## config.mk

```make
export PLATFORM = sky130hd
export DESIGN_NAME = mont_pow
export DESIGN_NICKNAME = d
export VERILOG_FILES = /design/src/rtl/mont_pow_pkg.sv /design/src/rtl/mont_mul.sv /design/src/rtl/mont_pow_ops.sv /design/src/rtl/mont_pow_seq.sv /design/src/rtl/mont_pow.sv
export SDC_FILE = /design/constraint.sdc
export NUM_CORES = 1
export LEC_CHECK = 0
export ABC_AREA = 1
export ABC_CLOCK_PERIOD_IN_PS = 4650
export BUFFER_PORTS_ARGS = -buffer_cell sky130_fd_sc_hd__buf_2
export CORE_ASPECT_RATIO = 0.7
export CORE_UTILIZATION = 25
export CTS_CLUSTER_DIAMETER = 30
export DETAILED_ROUTE_END_ITERATION = 10
export GPL_TIMING_DRIVEN = 0
export PLACE_DENSITY = 0.39
export RECOVER_POWER = 25
export REMOVE_ABC_BUFFERS = 1
export SLEW_MARGIN = 20
export SYNTH_ARGS = -nofsm -noshare
export SYNTH_HDL_FRONTEND = slang
export SYNTH_SLANG_ARGS = --single-unit
```

## constraint.sdc

```tcl
create_clock -name clk_i -period 4.65 [get_ports clk_i]
set_clock_uncertainty 0.1 [all_clocks]
set_input_delay 0.93 -clock clk_i [delete_from_list [all_inputs] [get_ports clk_i]]
set_output_delay 0.93 -clock clk_i [all_outputs]
set_load 0.01 [all_outputs]
```

## src/rtl/mont_pow_pkg.sv

```systemverilog
package mont_pow_pkg;
  typedef enum logic [2:0] {
    CMD_BASE  = 3'd0,
    CMD_MOD   = 3'd1,
    CMD_EXP   = 3'd2,
    CMD_RSQ   = 3'd3,
    CMD_RUN   = 3'd4,
    CMD_SHOW  = 3'd5,
    CMD_CLEAR = 3'd6,
    CMD_NOP   = 3'd7
  } cmd_e;

  typedef enum logic [2:0] {
    ST_IDLE, ST_CONV_B, ST_CONV_1, ST_SQR, ST_MUL, ST_EXIT, ST_DONE
  } seq_st_e;

  localparam int unsigned NUM_OPS = 4;
endpackage

```

## src/rtl/mont_mul.sv

```systemverilog
// Bit-serial radix-2 Montgomery product: p = a*b*2^-W mod n
module mont_mul #(
  parameter int unsigned W = 32
) (
  input  logic         clk_i,
  input  logic         rst_ni,
  input  logic         start_i,
  input  logic [W-1:0] a_i,
  input  logic [W-1:0] b_i,
  input  logic [W-1:0] n_i,
  output logic         busy_o,
  output logic         done_o,
  output logic [W-1:0] p_o
);
  localparam int unsigned CW = (W > 1) ? $clog2(W) : 1;
  localparam int unsigned AW = W + 2;

  logic [W-1:0]  a_q, b_q, n_q, p_q;
  logic [AW-1:0] acc_q;
  logic [CW-1:0] cnt_q;
  logic          busy_q, fin_q, done_q;
  logic [AW-1:0] sum_a, sum_n;

  always_comb begin
    sum_a = acc_q + (a_q[0] ? AW'(b_q) : '0);
    sum_n = sum_a + (sum_a[0] ? AW'(n_q) : '0);
  end

  always_ff @(posedge clk_i or negedge rst_ni) begin
    if (!rst_ni) begin
      a_q <= '0; b_q <= '0; n_q <= '0; p_q <= '0;
      acc_q <= '0; cnt_q <= '0;
      busy_q <= 1'b0; fin_q <= 1'b0; done_q <= 1'b0;
    end else begin
      done_q <= 1'b0;
      if (start_i && !busy_q) begin
        a_q    <= a_i;
        b_q    <= b_i;
        n_q    <= n_i;
        acc_q  <= '0;
        cnt_q  <= '0;
        busy_q <= 1'b1;
        fin_q  <= 1'b0;
      end else if (busy_q && !fin_q) begin
        acc_q <= sum_n >> 1;
        a_q   <= a_q >> 1;
        if (cnt_q == CW'(W - 1)) fin_q <= 1'b1;
        else                     cnt_q <= cnt_q + 1'b1;
      end else if (busy_q) begin
        // single conditional subtraction, acc < 2n here
        p_q    <= (acc_q >= AW'(n_q)) ? W'(acc_q - AW'(n_q)) : W'(acc_q);
        done_q <= 1'b1;
        busy_q <= 1'b0;
        fin_q  <= 1'b0;
      end
    end
  end

  assign busy_o = busy_q;
  assign done_o = done_q;
  assign p_o    = p_q;
endmodule

```

## src/rtl/mont_pow_ops.sv

```systemverilog
// Operand registers, written through the shared port
module mont_pow_ops
  import mont_pow_pkg::*;
#(
  parameter int unsigned W = 32
) (
  input  logic         clk_i,
  input  logic         rst_ni,
  input  cmd_e         cmd_i,
  input  logic [W-1:0] data_i,
  input  logic         valid_i,
  input  logic         lock_i,
  output logic [W-1:0] base_o,
  output logic [W-1:0] mod_o,
  output logic [W-1:0] exp_o,
  output logic [W-1:0] rsq_o
);
  logic [W-1:0] op_q [NUM_OPS];

  for (genvar k = 0; k < NUM_OPS; k++) begin : g_op
    always_ff @(posedge clk_i or negedge rst_ni) begin
      if (!rst_ni)
        op_q[k] <= '0;
      else if (valid_i && !lock_i && (cmd_i == cmd_e'(k)))
        op_q[k] <= data_i;
    end
  end

  assign base_o = op_q[0];
  assign mod_o  = op_q[1];
  assign exp_o  = op_q[2];
  assign rsq_o  = op_q[3];
endmodule

```

## src/rtl/mont_pow_seq.sv

```systemverilog
// Square-and-multiply sequencer, MSB first
module mont_pow_seq
  import mont_pow_pkg::*;
#(
  parameter int unsigned W = 32
) (
  input  logic         clk_i,
  input  logic         rst_ni,
  input  cmd_e         cmd_i,
  input  logic [W-1:0] base_i,
  input  logic [W-1:0] exp_i,
  input  logic [W-1:0] rsq_i,
  input  logic         mul_done_i,
  input  logic [W-1:0] mul_p_i,
  output logic         mul_start_o,
  output logic [W-1:0] mul_a_o,
  output logic [W-1:0] mul_b_o,
  output logic         busy_o,
  output logic         ready_o,
  output logic [W-1:0] result_o
);
  localparam int unsigned IW = (W > 1) ? $clog2(W) : 1;
  localparam logic [W-1:0] ONE = W'(1);

  seq_st_e       st_q;
  logic          issued_q;
  logic [W-1:0]  acc_q, bm_q, res_q;
  logic [IW-1:0] idx_q;
  logic          in_mul;

  assign in_mul = (st_q != ST_IDLE) && (st_q != ST_DONE);

  always_comb begin
    mul_a_o = acc_q;
    mul_b_o = acc_q;
    unique case (st_q)
      ST_CONV_B: begin mul_a_o = base_i; mul_b_o = rsq_i; end
      ST_CONV_1: begin mul_a_o = ONE;    mul_b_o = rsq_i; end
      ST_MUL:    begin mul_a_o = acc_q;  mul_b_o = bm_q;  end
      ST_EXIT:   begin mul_a_o = acc_q;  mul_b_o = ONE;   end
      default:   ;
    endcase
  end

  assign mul_start_o = in_mul && !issued_q;

  always_ff @(posedge clk_i or negedge rst_ni) begin
    if (!rst_ni) begin
      st_q <= ST_IDLE; issued_q <= 1'b0;
      acc_q <= '0; bm_q <= '0; res_q <= '0; idx_q <= '0;
    end else begin
      unique case (st_q)
        ST_IDLE: if (cmd_i == CMD_RUN) begin
          st_q     <= ST_CONV_B;
          idx_q    <= IW'(W - 1);
          issued_q <= 1'b0;
        end
        ST_DONE: if (cmd_i == CMD_CLEAR) st_q <= ST_IDLE;
        default: begin
          if (!issued_q) issued_q <= 1'b1;
          else if (mul_done_i) begin
            issued_q <= 1'b0;
            unique case (st_q)
              ST_CONV_B: begin bm_q <= mul_p_i; st_q <= ST_CONV_1; end
              ST_CONV_1: begin acc_q <= mul_p_i; st_q <= ST_SQR; end
              ST_SQR: begin
                acc_q <= mul_p_i;
                if (exp_i[idx_q])       st_q <= ST_MUL;
                else if (idx_q == '0)   st_q <= ST_EXIT;
                else begin idx_q <= idx_q - 1'b1; st_q <= ST_SQR; end
              end
              ST_MUL: begin
                acc_q <= mul_p_i;
                if (idx_q == '0) st_q <= ST_EXIT;
                else begin idx_q <= idx_q - 1'b1; st_q <= ST_SQR; end
              end
              ST_EXIT: begin res_q <= mul_p_i; st_q <= ST_DONE; end
              default: st_q <= ST_IDLE;
            endcase
          end
        end
      endcase
    end
  end

  assign busy_o   = in_mul;
  assign ready_o  = (st_q == ST_DONE);
  assign result_o = res_q;
endmodule

```

## src/rtl/mont_pow.sv

```systemverilog
module mont_pow
  import mont_pow_pkg::*;
#(
  parameter int unsigned W = 32
) (
  input  logic         clk_i,
  input  logic         rst_ni,
  input  logic [W-1:0] data_i,
  input  logic [2:0]   cmd_i,
  input  logic         valid_i,
  output logic         ready_o,
  output logic [W-1:0] result_o
);
  cmd_e         cmd;
  logic [W-1:0] base_w, mod_w, exp_w, rsq_w;
  logic         seq_busy, mul_start, mul_busy, mul_done;
  logic [W-1:0] mul_a, mul_b, mul_p;

  assign cmd = cmd_e'(cmd_i);

  mont_pow_ops #(.W(W)) u_ops (
    .clk_i(clk_i), .rst_ni(rst_ni), .cmd_i(cmd), .data_i(data_i),
    .valid_i(valid_i), .lock_i(seq_busy),
    .base_o(base_w), .mod_o(mod_w), .exp_o(exp_w), .rsq_o(rsq_w)
  );

  mont_pow_seq #(.W(W)) u_seq (
    .clk_i(clk_i), .rst_ni(rst_ni), .cmd_i(cmd),
    .base_i(base_w), .exp_i(exp_w), .rsq_i(rsq_w),
    .mul_done_i(mul_done), .mul_p_i(mul_p),
    .mul_start_o(mul_start), .mul_a_o(mul_a), .mul_b_o(mul_b),
    .busy_o(seq_busy), .ready_o(ready_o), .result_o(result_o)
  );

  mont_mul #(.W(W)) u_mul (
    .clk_i(clk_i), .rst_ni(rst_ni), .start_i(mul_start),
    .a_i(mul_a), .b_i(mul_b), .n_i(mod_w),
    .busy_o(mul_busy), .done_o(mul_done), .p_o(mul_p)
  );
endmodule

```

## Word-level counts from Yosys, hierarchy flattened

Cells that the tools add are included.

| storage, ports and cells | value |
|---|---|
| register bits | 403 |
| latch bits | 0 |
| memory bits (writable) | 0 |
| memory bits (read-only) | 0 |
| input bits | 38 |
| output and inout port bits | 33 |
| logic and storage cells | 127 |
| memories kept | 0 |

| operators by class | value |
|---|---|
| $add $sub $neg | 5 |
| multipliers | 0 |
| divide/modulo/power cells | 0 |
| $lt $le $gt $ge | 2 |
| equality and inequality tests | 19 |
| shift-type cells | 0 |
| muxes and demuxes | 42 |
| bitwise operators | 4 |
| reductions and logical operators | 36 |

Operators with widths:

| operator | count |
|---|---|
| two-way mux 32 bit | 5 |
| one-hot mux 32 bit (3 select lines) | 1 |
| two-way mux 34 bit | 2 |
| one-hot mux 32 bit (2 select lines) | 1 |
| two-way mux 5 bit | 8 |
| adder 34 x 32 -> 34 bit | 1 |
| adder 34 bit | 1 |
| greater-or-equal comparator 34 x 32 -> 1 bit | 1 |
| subtractor 32 bit | 1 |
| one-hot mux 5 bit (2 select lines) | 2 |
| two-way mux 3 bit | 6 |
| AND reduction 4 bit | 4 |
| == test 3 bit, second input constant | 5 |
| one-hot mux 3 bit (5 select lines) | 1 |
| nonzero test 3 bit | 5 |
| two-way mux 1 bit | 13 |
| == test 3 x 2 -> 1 bit, second input constant | 4 |
| logical AND 1 bit | 9 |
| inequality test 2 x 1 -> 1 bit, second input constant | 4 |
| == test 3 x 1 -> 1 bit, second input constant | 2 |
| logical NOT 3 bit | 2 |
| less-than comparator 5 x 6 -> 1 bit, second input constant | 1 |
| inequality test 3 bit, second input constant | 2 |
| one-hot mux 3 bit (2 select lines) | 1 |
| other kinds (15) | 26 |

## Longest topological paths before layout

| logic depth | value |
|---|---|
| depth in word-level cells | 7 |
| depth in mapped cells | 32 |
| depth with buffers taken out | 30 |

## Cells and area by module

Synthesis repeated with hierarchy kept, for this count alone.

| second synthesis, totals | value |
|---|---|
| cell total of the unflattened synthesis | 3,234 |
| area, all modules | 23,996.8 µm² |

By module, submodules not included:

| module | instances | cells each | area an instance (µm²) | seq. area each (µm²) |
|---|---|---|---|---|
| mont_mul | 1 | 1,989 | 13,291.5 | 4,229.1 |
| mont_pow_seq | 1 | 676 | 5,452.7 | 2,627.5 |
| mont_pow_ops | 1 | 569 | 5,252.5 | 3,203.1 |

## Least setup slack after synthesis

No wires, ideal clock.

| timing path | value |
|---|---|
| path type | reg2reg |
| start | register u_mul.a_q[0] |
| end | register u_mul.acc_q[25] |
| setup time | 0.126 ns |
| arrival | 3.858 ns |
| data required time | 4.424 ns |
| setup slack | 0.566 ns |
| cell stages (with the launch flop) | 27 |
| path buffers | 2 |
| clock period less this slack | 4.084 ns |
| path through | dfrtp_1 -> clkbuf_1 -> clkbuf_1 -> nand2_1 -> inv_1 -> ha_1 -> inv_1 -> fa_1 -> inv_1 -> nand3_1 -> nand2_1 -> nand2_1 -> nand2_1 -> a21oi_1 -> o21bai_1 -> a21oi_1 -> xnor2_1 -> ha_1 -> nand2_1 -> nor4_1 -> nand3_1 -> nand3_1 -> nand2_1 -> nand2_1 -> nand2_1 -> nand2_1 -> o21ai_0 |

| on the way | value |
|---|---|
| word-level cells in the longest chain between the ends | 6 |

RTL lines:

| item | line | RTL |
|---|---|---|
| start, declared | mont_mul.sv:18 | `logic [W-1:0] a_q, b_q, n_q, p_q;` |
| start signal, assigned | mont_mul.sv:37 | `a_q <= a_i;` |
| start signal, assigned | mont_mul.sv:46 | `a_q <= a_q >> 1;` |
| two-way mux 32 bit (*) | mont_mul.sv:25 | `sum_a = acc_q + (a_q[0] ? AW'(b_q) : '0);` |
| adder 34 x 32 -> 34 bit (*) | mont_mul.sv:25 |  |
| two-way mux 32 bit | mont_mul.sv:26 | `sum_n = sum_a + (sum_a[0] ? AW'(n_q) : '0);` |
| adder 34 bit (*) | mont_mul.sv:26 |  |
| two-way mux 34 bit (*) | mont_mul.sv:44 | `end else if (busy_q && !fin_q) begin` |
| two-way mux 34 bit (*) | mont_mul.sv:36 | `if (start_i && !busy_q) begin` |
| end signal, assigned | mont_mul.sv:45 | `acc_q <= sum_n >> 1;` |
| end, declared | mont_mul.sv:19 | `logic [AW-1:0] acc_q;` |

Mark *: on every way between the ends. The rest lies on a longest branch, timed or not. The select of a mux whose other input is x is not followed.
A chain may end at the register's enable or synchronous reset.

## Worst setup path after layout

| timing path | value |
|---|---|
| start | register u_mul.a_q[0] |
| end | register u_mul.acc_q[21] |

Same word-level chain as after synthesis.

==> key figures <==
Route
  – WL met1: approximately 45000 um
  – Routed WL per cell: about 19 um
  – Final WL: 84600 um
  – Residual DRC count: 0
  – Vias/cell: 4.60
  – Antenna viol nets, final: 0
  – DR iter-0 viols: approximately 1600
  – First drt pass iteration count: 5
  – Wire length on met2: 34000 um
  – Top sig layer: met4
  – Vias: 20300
  – Routed met3 length: 4670 um

Outcome
  – Status: finished with violations
  – Failing checks: capacitance limit, slew limit

Setup path
  – Crit-path max FO: 12
  – Startpoint types: register
  – Worst Path Required: 5060 ps
  – Worst EP arrival: 4850 ps
  – CP Class: register to register
  – Reg2reg path depth: 23
  – Critical Path End Type: register

Synthesis
  – Sequential area share after synthesis: 43.8%
  – Synthesized area per cell: 7.56 um2
  – FF+latch count, synth: about 400
  – Post-synth ARST share: 100%
  – Dominant synthesized flop cell: dfrtp_1
  – Cells after synthesis: 3039
  – Synth unique cells: 54
  – Mapped Area: 23000 um2
  – Synth warn: 0
  – Post-synth EDFFs: 0

Timing
  – Endpoints failing hold: 0
  – Fmax achieved: 225 MHz
  – Worst Tran Pin Value: 2850 ps
  – Headroom to the max-slew limit: -89.7%
  – Slew Viols, Final: 208
  – Period utilisation layout: 95.4%
  – Setup TNS: 0 ps
  – Final min period: 4440 ps
  – Final setup fails: 0

Hold path
  – Hold Path Class: register to register
  – Min-Delay Path Depth: 2

Power and ir drop
  – Power density over cell area: 350 nW/um2
  – Max VDD drop: approximately 0.28 mV
  – Tot Pwr: 0.00982 W
  – Leak pwr: 14.4 nW

Floorplan
  – Initial core utilization: 25.4%
  – Die height: between 200 and 300 um
  – Num ports: 71
  – Die Area: 93200 um2
  – DIE WIDTH: 364 um
  – Row cnt: 92
  – Total core area: roughly 91000 um2

Clocking
  – Clk_lat worst skew: 670 ps
  – Clock Path Buffers: 3
  – CTS sink cnt: 402
  – Num CTS Buffers: 84
  – Clock root buffer: clkbuf_16
  – CTS tree: built
  – # hold bufs at CTS: 0
  – CTS clk-pin slew, worst paths: 50 ps
  – CTS H-tree lvls: 3

Finish
  – # diodes: 0
  – Net count, final: 3252
  – Area grow syn2layout: 22.0%
  – Layout cell share with drive strength beyond 1: ~10%

GRT
  – Initial antenna violation count: 1
  – Largest net degree at the start of global routing: 89
  – First-pass GRT wire length: 127000 um
  – Number of global-route vias before repair: 19500
  – GRT Util Overall: 18.1%
  – Total grt overflow: 0

Placed design
  – Port bufs: 70
  – GPL Wtd Cong: 0.916
  – Final HPWL DP: between 60000 and 70000 um

Flow run
  – Max_cap viols: 3
path summary, 6_finish.rpt:
path                                           from                              to  slack [ps]
setup / recovery           u_mul.a_q[0]$_DFFE_PN0P_     u_mul.acc_q[21]$_DFFE_PN0P_         210
hold / removal             u_mul.p_o[2]$_DFFE_PN0P_        u_mul.p_o[2]$_DFFE_PN0P_         380
setup reg to reg           u_mul.a_q[0]$_DFFE_PN0P_     u_mul.acc_q[21]$_DFFE_PN0P_         210
hold reg to reg            u_mul.p_o[2]$_DFFE_PN0P_        u_mul.p_o[2]$_DFFE_PN0P_         380
max in group asynchronous                    rst_ni      u_seq.idx_q[1]$_DFFE_PN0P_         700
min in group asynchronous                    rst_ni  u_seq.result_o[28]$_DFFE_PN0P_         850
stage by stage:
stage	cells	utilization (%)	worst slack, ps	hold slack, ps	area [um2]
finish	4407	31.0	213	375	28000
floorplan	2926	-	498	348	22500
CTS	4401	30.9	12.8	171	28000
detailed placement	4241	27.6	-791	367	25000
global placement	4218	26.9	-6520	364	24300
global route	4407	31.0	-1.80	392	28000
cell usage in the layout (no fill, tap or decap), types with 9 or more instances in the layout:
cell type    n
dfrtp_1    401
buf_12      10
nand3b_1    12
nand2_2     10
a21o_1      19
inv_1      369
buf_16       9
clkbuf_8    17
nor3_1      15
nor2_1     220
nand4_1     14
inv_2        9
nand2_1    868
a221oi_1    32
clkbuf_16   85
clkbuf_1    13
buf_2       70
clkinv_2    19
o21ai_0    300
o22ai_1     19
nand3_1    103
o21bai_1    17
a21oi_1    157
xor2_1      35
o21ai_2     13
xnor2_1     24
ha_1        94
a22oi_1     34
o21ai_1     74
Yosys cell counts, types with 4 or more instances:
library cell  instances  area share [%]
xor2_1               35             1.3
nor4_1                4            0.11
nand3_1             103             2.2
and3_1                4            0.11
o21ai_1              65             1.4
a221oi_1             32             1.2
o21bai_1             18            0.59
o21ai_2              12            0.46
a22oi_1              34             1.1
nor3_1               16            0.35
o22ai_1              19            0.52
nand3b_1             12            0.39
ha_1                 98             5.3
o21ai_0             310             6.7
inv_1               370             6.0
nand4_1              14            0.38
a21oi_1             164             3.6
clkbuf_1             67             1.1
nand2_1             879              14
o211ai_1              5            0.16
dfrtp_1             402              44
a31oi_1               7            0.19
o21a_1                5            0.16
buf_6                 5            0.24
buf_2                36            0.78
inv_2                 9            0.15
xnor2_1              24            0.91
nor2_1              224             3.7
a21o_1               19            0.62
a21boi_0              5            0.16
flip-flops by register name, summed over array words and instances (netlist names), 32 cells and up:
signal	count
u_mul.n_q	32
u_ops.base_o	32
u_mul.b_q	32
u_mul.a_q	32
u_seq.bm_q	32
u_ops.exp_o	32
u_mul.p_o	32
u_ops.mod_o	32
u_mul.acc_q	33
u_seq.acc_q	32
u_seq.result_o	32
u_ops.rsq_o	32
critical path, cell delays in order (launching register included):
cell and delay, ps:
dfrtp_2 430, buf_4 200, clkbuf_16 200, nand2_1 100, inv_1 50, ha_1 300, inv_1 90, o21bai_1 90
a21oi_1 240, nor2_1 70, nor2_1 80, nand2_1 90, a21oi_2 240, inv_1 80, a21oi_1 160, xnor2_1 90
ha_1 360, nand2_1 190, nor4_4 380, nand3_1 130, nand3_1 220, a21oi_1 100, o21ai_1 160, o21ai_1 100
cell families (layout without fill, tap and decap cells):
logic type / count (synthesis) / after routing / share of synthesized area, %
AOI/OAI and AO/OA: 707 / 707 / 17.4
xor gates and xnor gates: 59 / 59 / 2.25
adders and majority gates: 101 / 101 / 5.60
buffers and inverters: 495 / 641 / 8.49
DFF: 402 / 402 / 43.8
and+or+nand+nor: 1275 / 1275 / 22.5
final cells by class:
class / instances / area [um2]
Fill cell: 9869 / 62500
Multi-Input combinational cell: 2142 / 11200
Sequential cell: 402 / 10100
Clock buffer: 113 / 2380
Tap cell: 1222 / 1530
Inverter: 382 / 1440
Timing Repair Buffer: 101 / 922
Clock inverter: 45 / 548
per-layer routing:
layer | vias up | track usage [%]
met4 | 0 | 3.72
met5 | - | 0
met3 | 95 | 3.83
met1 | 9619 | 28.1
li1 | 10100 | -
met2 | 466 | 25.0
where the power goes:
group	total (W)	leakage, nW	switching, W	internal [W]
registers	0.00351	5.59	0	0.00351
logic	0.000131	7.33	0.000110	0.0000210
clock network	0.00618	1.43	0.00217	0.00401
timing repair:
action | in CTS | in global routing
setup endpoints to repair | 19 | 18
pin swaps | 1 | 8
gates resized for setup | 14 | 32
cloned | 0 | 1
buffers inserted | 2 | 4
No activity file was read; power rests on OpenSTA's default activity.
